### config.mk
export PLATFORM = sky130hd
export DESIGN_NAME = half_to_single_widener
export DESIGN_NICKNAME = d
export VERILOG_FILES = /design/src/rtl/hw_fmt_pkg.sv /design/src/rtl/hw_lead_zero.sv /design/src/rtl/hw_half_classify.sv /design/src/rtl/hw_single_assemble.sv /design/src/rtl/half_to_single_widener.sv
export SDC_FILE = /design/constraint.sdc
export NUM_CORES = 1
export LEC_CHECK = 0
export BUFFER_PORTS_ARGS = -buffer_cell sky130_fd_sc_hd__buf_2
export CORE_MARGIN = 1
export CORE_UTILIZATION = 27
export DETAILED_ROUTE_END_ITERATION = 6
export PLACE_DENSITY = 0.47
export SETUP_SLACK_MARGIN = 0.5
export SLEW_MARGIN = 40
export SYNTH_ARGS = -nofsm -noshare
export SYNTH_HDL_FRONTEND = slang
export SYNTH_HIERARCHICAL = 1
export SYNTH_SLANG_ARGS = --single-unit
### constraint.sdc
create_clock -name clk -period 4.6 [get_ports clk]
set_input_delay 0.69 -clock clk [delete_from_list [all_inputs] [get_ports clk]]
set_output_delay 0.69 -clock clk [all_outputs]
set_load 0.02 [all_outputs]
### src/rtl/hw_fmt_pkg.sv
package hw_fmt_pkg;

    localparam int H_EXP_W   = 5;
    localparam int H_MAN_W   = 10;
    localparam int S_EXP_W   = 8;
    localparam int S_MAN_W   = 23;

    localparam int H_W       = 1 + H_EXP_W + H_MAN_W;
    localparam int S_W       = 1 + S_EXP_W + S_MAN_W;
    localparam int H_BIAS    = (1 << (H_EXP_W - 1)) - 1;
    localparam int S_BIAS    = (1 << (S_EXP_W - 1)) - 1;
    localparam int BIAS_GAP  = S_BIAS - H_BIAS;
    localparam int MAN_PAD   = S_MAN_W - H_MAN_W;
    localparam int LZ_W      = $clog2(H_MAN_W + 1);

    typedef struct packed {
        logic               sign;
        logic [H_EXP_W-1:0] exp;
        logic [H_MAN_W-1:0] man;
    } half_t;

    typedef struct packed {
        logic               sign;
        logic [S_EXP_W-1:0] exp;
        logic [S_MAN_W-1:0] man;
    } single_t;

    // How an incoming half code is to be widened
    typedef enum logic [2:0] {
        CLS_ZERO,     // magnitude zero
        CLS_SUB,      // subnormal, needs renormalising
        CLS_NORM,     // ordinary normal code
        CLS_SPECIAL,  // top code in standard mode: infinity or NaN
        CLS_TOPFIN    // top code in alternative mode: finite
    } cls_e;

endpackage

### src/rtl/hw_lead_zero.sv
module hw_lead_zero #(
    parameter int WIDTH = 10,
    localparam int CW = $clog2(WIDTH + 1)
) (
    input  logic [WIDTH-1:0] vec,
    output logic [CW-1:0]    count
);

    always_comb begin
        logic found;
        found = 1'b0;
        count = CW'(WIDTH);
        for (int i = WIDTH - 1; i >= 0; i--) begin
            if (!found && vec[i]) begin
                count = CW'(WIDTH - 1 - i);
                found = 1'b1;
            end
        end
    end

endmodule

### src/rtl/hw_half_classify.sv
module hw_half_classify
    import hw_fmt_pkg::*;
(
    input  half_t hin,
    input  logic  alt_mode,
    output cls_e  cls
);

    logic exp_zero;
    logic exp_top;
    logic man_zero;

    assign exp_zero = (hin.exp == '0);
    assign exp_top  = (hin.exp == '1);
    assign man_zero = (hin.man == '0);

    always_comb begin
        if (exp_zero && man_zero)      cls = CLS_ZERO;
        else if (exp_zero)             cls = CLS_SUB;
        else if (exp_top && !alt_mode) cls = CLS_SPECIAL;
        else if (exp_top)              cls = CLS_TOPFIN;
        else                           cls = CLS_NORM;
    end

endmodule

### src/rtl/hw_single_assemble.sv
module hw_single_assemble
    import hw_fmt_pkg::*;
(
    input  half_t            hin,
    input  cls_e             cls,
    input  logic [LZ_W-1:0]  lz,
    output single_t          sout
);

    logic [H_MAN_W-1:0] sub_frac;
    logic [S_EXP_W-1:0] norm_exp;
    logic [S_EXP_W-1:0] sub_exp;

    // Drop the leading one into the hidden position
    assign sub_frac = hin.man << (lz + LZ_W'(1));
    assign norm_exp = S_EXP_W'(hin.exp) + S_EXP_W'(BIAS_GAP);
    assign sub_exp  = S_EXP_W'(BIAS_GAP) - S_EXP_W'(lz);

    always_comb begin
        sout.sign = hin.sign;
        unique case (cls)
            CLS_ZERO: begin
                sout.exp = '0;
                sout.man = '0;
            end
            CLS_SUB: begin
                sout.exp = sub_exp;
                sout.man = {sub_frac, {MAN_PAD{1'b0}}};
            end
            CLS_SPECIAL: begin
                sout.exp = '1;
                sout.man = {hin.man, {MAN_PAD{1'b0}}};
            end
            CLS_NORM, CLS_TOPFIN: begin
                sout.exp = norm_exp;
                sout.man = {hin.man, {MAN_PAD{1'b0}}};
            end
            default: begin
                sout.exp = '0;
                sout.man = '0;
            end
        endcase
    end

endmodule

### src/rtl/half_to_single_widener.sv
module half_to_single_widener
    import hw_fmt_pkg::*;
(
    input  logic           clk,
    input  logic           rst,
    input  logic           in_valid,
    input  logic [H_W-1:0] in_half,
    input  logic           in_alt_mode,
    output logic           out_valid,
    output logic [S_W-1:0] out_single
);

    half_t             hin;
    cls_e              cls;
    logic [LZ_W-1:0]   lz;
    single_t           wide;

    assign hin = half_t'(in_half);

    hw_half_classify u_classify (
        .hin      (hin),
        .alt_mode (in_alt_mode),
        .cls      (cls)
    );

    hw_lead_zero #(.WIDTH(H_MAN_W)) u_lead_zero (
        .vec   (hin.man),
        .count (lz)
    );

    hw_single_assemble u_assemble (
        .hin  (hin),
        .cls  (cls),
        .lz   (lz),
        .sout (wide)
    );

    always_ff @(posedge clk) begin
        if (rst) begin
            out_valid  <= 1'b0;
            out_single <= '0;
        end else begin
            out_valid <= in_valid;
            if (in_valid) begin
                out_single <= S_W'(wide);
            end
        end
    end

endmodule

==> summary.txt <==
Routing
  • DR pass1 iterations: 4
  • Vias per std cell: 4.57
  • Vias: roughly 1.8k
  • Post-route ant nets: 0
  • Iter 0 DRT Violations: 76
  • Avg WL per Cell: between 10 and 15 um
  • Post-route DRC: 0
  • Routed wire length: just under 5 mm

Timing
  • Worst Tran Pin Value: ~740 ps
  • Max transition margin: a little over 50%
  • Max Fclk: 0.267 GHz
  • Final hold viol count: 0
  • Unrepaired setup endpoints after global routing: false
  • Total negative setup slack: 0 ps
  • Slew Viols, Final: 0
  • Min cycle time layout: around 3700 ps
  • Final-report setup violation count: 0
  • Final period util: roughly 81%
  • Worst Clk Skew: 0 ps

Pwr
  • NetSw: around 0.00021 W
  • Sw frac: between 20% and 30%
  • Clock power frac: about 30%
  • Int Pwr: between 0.0004 and 0.0005 W
  • Sequential power share: 44.5%
  • Combinational share of power: 25.1%
  • Leakage: approximately 1.2 nW
  • PwrDens: 282 mW/mm^2
  • VDD IR-drop max: 0.000173 V

Synthesis
  • Sequential share of the synthesized area: a little under a third
  • Synth area leaders: dfxtp_1 (30%), mux2i_1 (22%), nor2_1 (7.6%)
  • Syn_area_per_cell: between 8 and 9 sq um
  • Top cell type's share of synthesized area: a little under a third
  • Mapped Area: around 0.0022 sq mm
  • Synth area leader: dfxtp_1
  • Warnings from Yosys: 6
  • Synth Instances: between 200 and 250
  • Yosys cell types: 47
  • Synth Register Bits: 33

Finish
  • Final core utilization: 32.0%
  • Sequential standard cell area: 661 sq um
  • Fillers: 878
  • Final Net Count: ~320
  • Number of antenna diodes: 0
  • Multi-input logic area: around 0.0013 sq mm
  • Layout area overhead: 13.7%
  • Share of layout cells above drive strength 1: 25.9%

Global route
  • Tot GR Track Use: about an eighth
  • Initial antenna violation count: 0
  • First-pass GRT wire length: 7.94 mm
  • Gr ovfl total: 0
  • Largest net degree at the start of global routing: 34
  • Vias in the first global route: 1648

Critical path
  • Cell family with most CP delay: simple AND/OR/NAND/NOR gates
  • Worst EP required: ~4800 ps
  • R2r worst-path depth: 2
  • Max stage delay on crit path: about 700 ps
  • Cell Chain, Critical Path: buf_2 -> or4_1 -> or4_1 -> o22ai_1 -> inv_2 -> ha_1 -> mux2_4 -> inv_1 -> mux4_2 -> o21ai_2 -> mux2i_1 -> nor2_1
  • Worst Setup Path Type: in -> reg
  • CP arrival: between 3000 and 4000 ps
  • Worst Path Buf+Inv: 3
  • Worst r2r dst: out_single[3]$_SDFFE_PP0P_
  • Critical path capture point type: flip-flop
  • Critical Path Fanout Max: 14
  • FF-to-FF Start: out_single[3]$_SDFFE_PP0P_
  • Most used cell, CP: or4_1
  • Slowest cell on the critical path: ha_1
  • Reg2reg setup slack: 3960 ps
  • Startpoint Class: input port

Floorplanning
  • Core area: approximately 0.0078 sq mm
  • Initial core utilization: 28.2%
  • Die Y: roughly 92 um
  • Row count: 32
  • Io pins: 53
  • DIE WIDTH: a little over 90 um
  • Die Area: about 0.0085 sq mm

Clock tree
  • Clk slew on worst S/H paths: about 60 ps
  • TritonCTS buffer count: 5
  • Root Buffer: clkbuf_8
  • H-tree levels: 2
  • CTS resizes: 0
  • Worst skew pair latency: about 270 ps
  • CTS tree: done
  • Longest Clk Path Bufs: 2
  • Clock net sink count: 33
  • Post-CTS setup buffer count: 0
  • Hold Buf Count CTS: 0

Place
  • Placer Congestion: between 0.7 and 0.8
  • I/O Buffers: 52
  • Post-DP HPWL: 3.55 mm

Min path
  • Hold path depth: 2
  • Hold WC Path Type: reg -> reg
  • Worst hold endpoint: out_single[14]$_SDFFE_PP0P_
  • Hold_sp: out_single[14]$_SDFFE_PP0P_

Outcome
  • Status: finished, final reports clean

Flow run
  • Max-cap violations: 0
==> synthesized netlist by cell type, drive strengths merged <==
cell type and n:
a211oi 1, a21bo 1, a21o 3, a21oi 5
a22o 5, a31oi 1, and3 1, buf 27
clkbuf 2, conb 1, dfxtp 33, ha 2
inv 6, mux2 1, mux2i 48, mux4 1
nand2 17, nand2b 1, nand3 3, nand3b 1
nor2 47, nor2b 3, nor3 4, nor3b 5
nor4 3, nor4b 1, o21a 2, o21ai 10
o221ai 2, o22ai 3, o31ai 1, or3b 1
or4 3, xnor2 3, xor2 1
==> state kept, by name, summed over array words and instances, names as in the netlist <==
| register | cells |
|---|---|
| out_single | 32 |
| out_valid | 1 |
==> worst max-delay path by stage <==
| stage | cells past startpoint | slack [ps] | end | from |
|---|---|---|---|---|
| after detailed placement | 12 | 590 | out_single[19]$_SDFFE_PP0P_ | in_half[8] |
| after global routing | 12 | 680 | out_single[19]$_SDFFE_PP0P_ | in_half[8] |
| after global placement | 12 | 660 | out_single[19]$_SDFFE_PP0P_ | in_half[8] |
| final | 12 | 850 | out_single[20]$_SDFFE_PP0P_ | in_half[8] |
| after CTS | 12 | 880 | out_single[19]$_SDFFE_PP0P_ | in_half[8] |
| after floorplan | 12 | 1100 | out_single[19]$_SDFFE_PP0P_ | in_half[8] |
==> metrics by stage <==
| stage | hold slack [ps] | cells | cell area, sq um | total power, W | setup slack [ps] |
|---|---|---|---|---|---|
| final | 491 | 395 | 2490 | 0.000701 | 854 |
| after global routing | 523 | 395 | 2490 | 0.000743 | 681 |
| after CTS | 497 | 395 | 2490 | 0.000715 | 881 |
| after detailed placement | 480 | 388 | 2400 | 0.000495 | 592 |
| after global placement | 469 | 388 | 2400 | 0.000496 | 655 |
| after floorplan | 583 | 261 | 2230 | 0.000459 | 1100 |
==> area by class of cell <==
cell class,instances,share of cell area (%)
Timing Repair Buffer,54,11.2
Sequential cell,33,26.6
Tap cell,102,5.13
Multi-Input combinational cell,193,52.8
Clock buffer,7,3.47
Inverter,6,0.905
==> cell usage in the layout, fill, tap and decap left out, drive strengths merged, types with 3 or more instances in the layout <==
| cell type | synthesis | layout |
|---|---|---|
| a22o | 5 | 5 |
| nor3 | 4 | 4 |
| dfxtp | 33 | 33 |
| or4 | 3 | 3 |
| a21oi | 5 | 5 |
| nor2b | 3 | 3 |
| mux2i | 48 | 48 |
| nand2 | 17 | 17 |
| clkbuf | 2 | 7 |
| o22ai | 3 | 3 |
| buf | 27 | 54 |
| a21o | 3 | 3 |
| nor4 | 3 | 3 |
| xnor2 | 3 | 3 |
| nand3 | 3 | 3 |
| inv | 6 | 6 |
| nor3b | 5 | 5 |
| o21ai | 10 | 10 |
| nor2 | 47 | 47 |
| conb | 1 | 13 |
==> routing by layer <==
layer	up-vias	part of all wire [%]	global-route usage, %
li1	922	-	-
met1	826	50	16.0
met2	47	43	17.9
met3	10	4.1	2.16
met4	0	2.5	5.73
met5	-	0	0
==> cell families after synthesis <==
| kind of cell | share of synthesized area [%] |
|---|---|
| xor+xnor | 2.29 |
| simple gates | 20.3 |
| buf+inv | 11.8 |
| compound gates | 10.4 |
| mux | 23.7 |
| flops | 30.2 |
| fa+ha+maj | 1.14 |
| other cells | 0.171 |
==> power by group through the flow <==
stage / Clock (W) / Combinational, W / Sequential, W
2_1_floorplan: 0 / 0.000119 / 0.000340
3_3_place_gp: 0 / 0.000178 / 0.000318
3_5_place_dp: 0 / 0.000177 / 0.000318
4_1_cts: 0.000225 / 0.000177 / 0.000312
5_1_grt: 0.000235 / 0.000194 / 0.000314
6_report: 0.000213 / 0.000176 / 0.000312
==> worst min-delay path, delay by kind of cell (launching register included) <==
family,cells,cell delay (ps)
multiplexers,1,60
AND/OR/NAND/NOR,1,70
flip-flops,1,320
No activity file was read; power rests on OpenSTA's default activity.
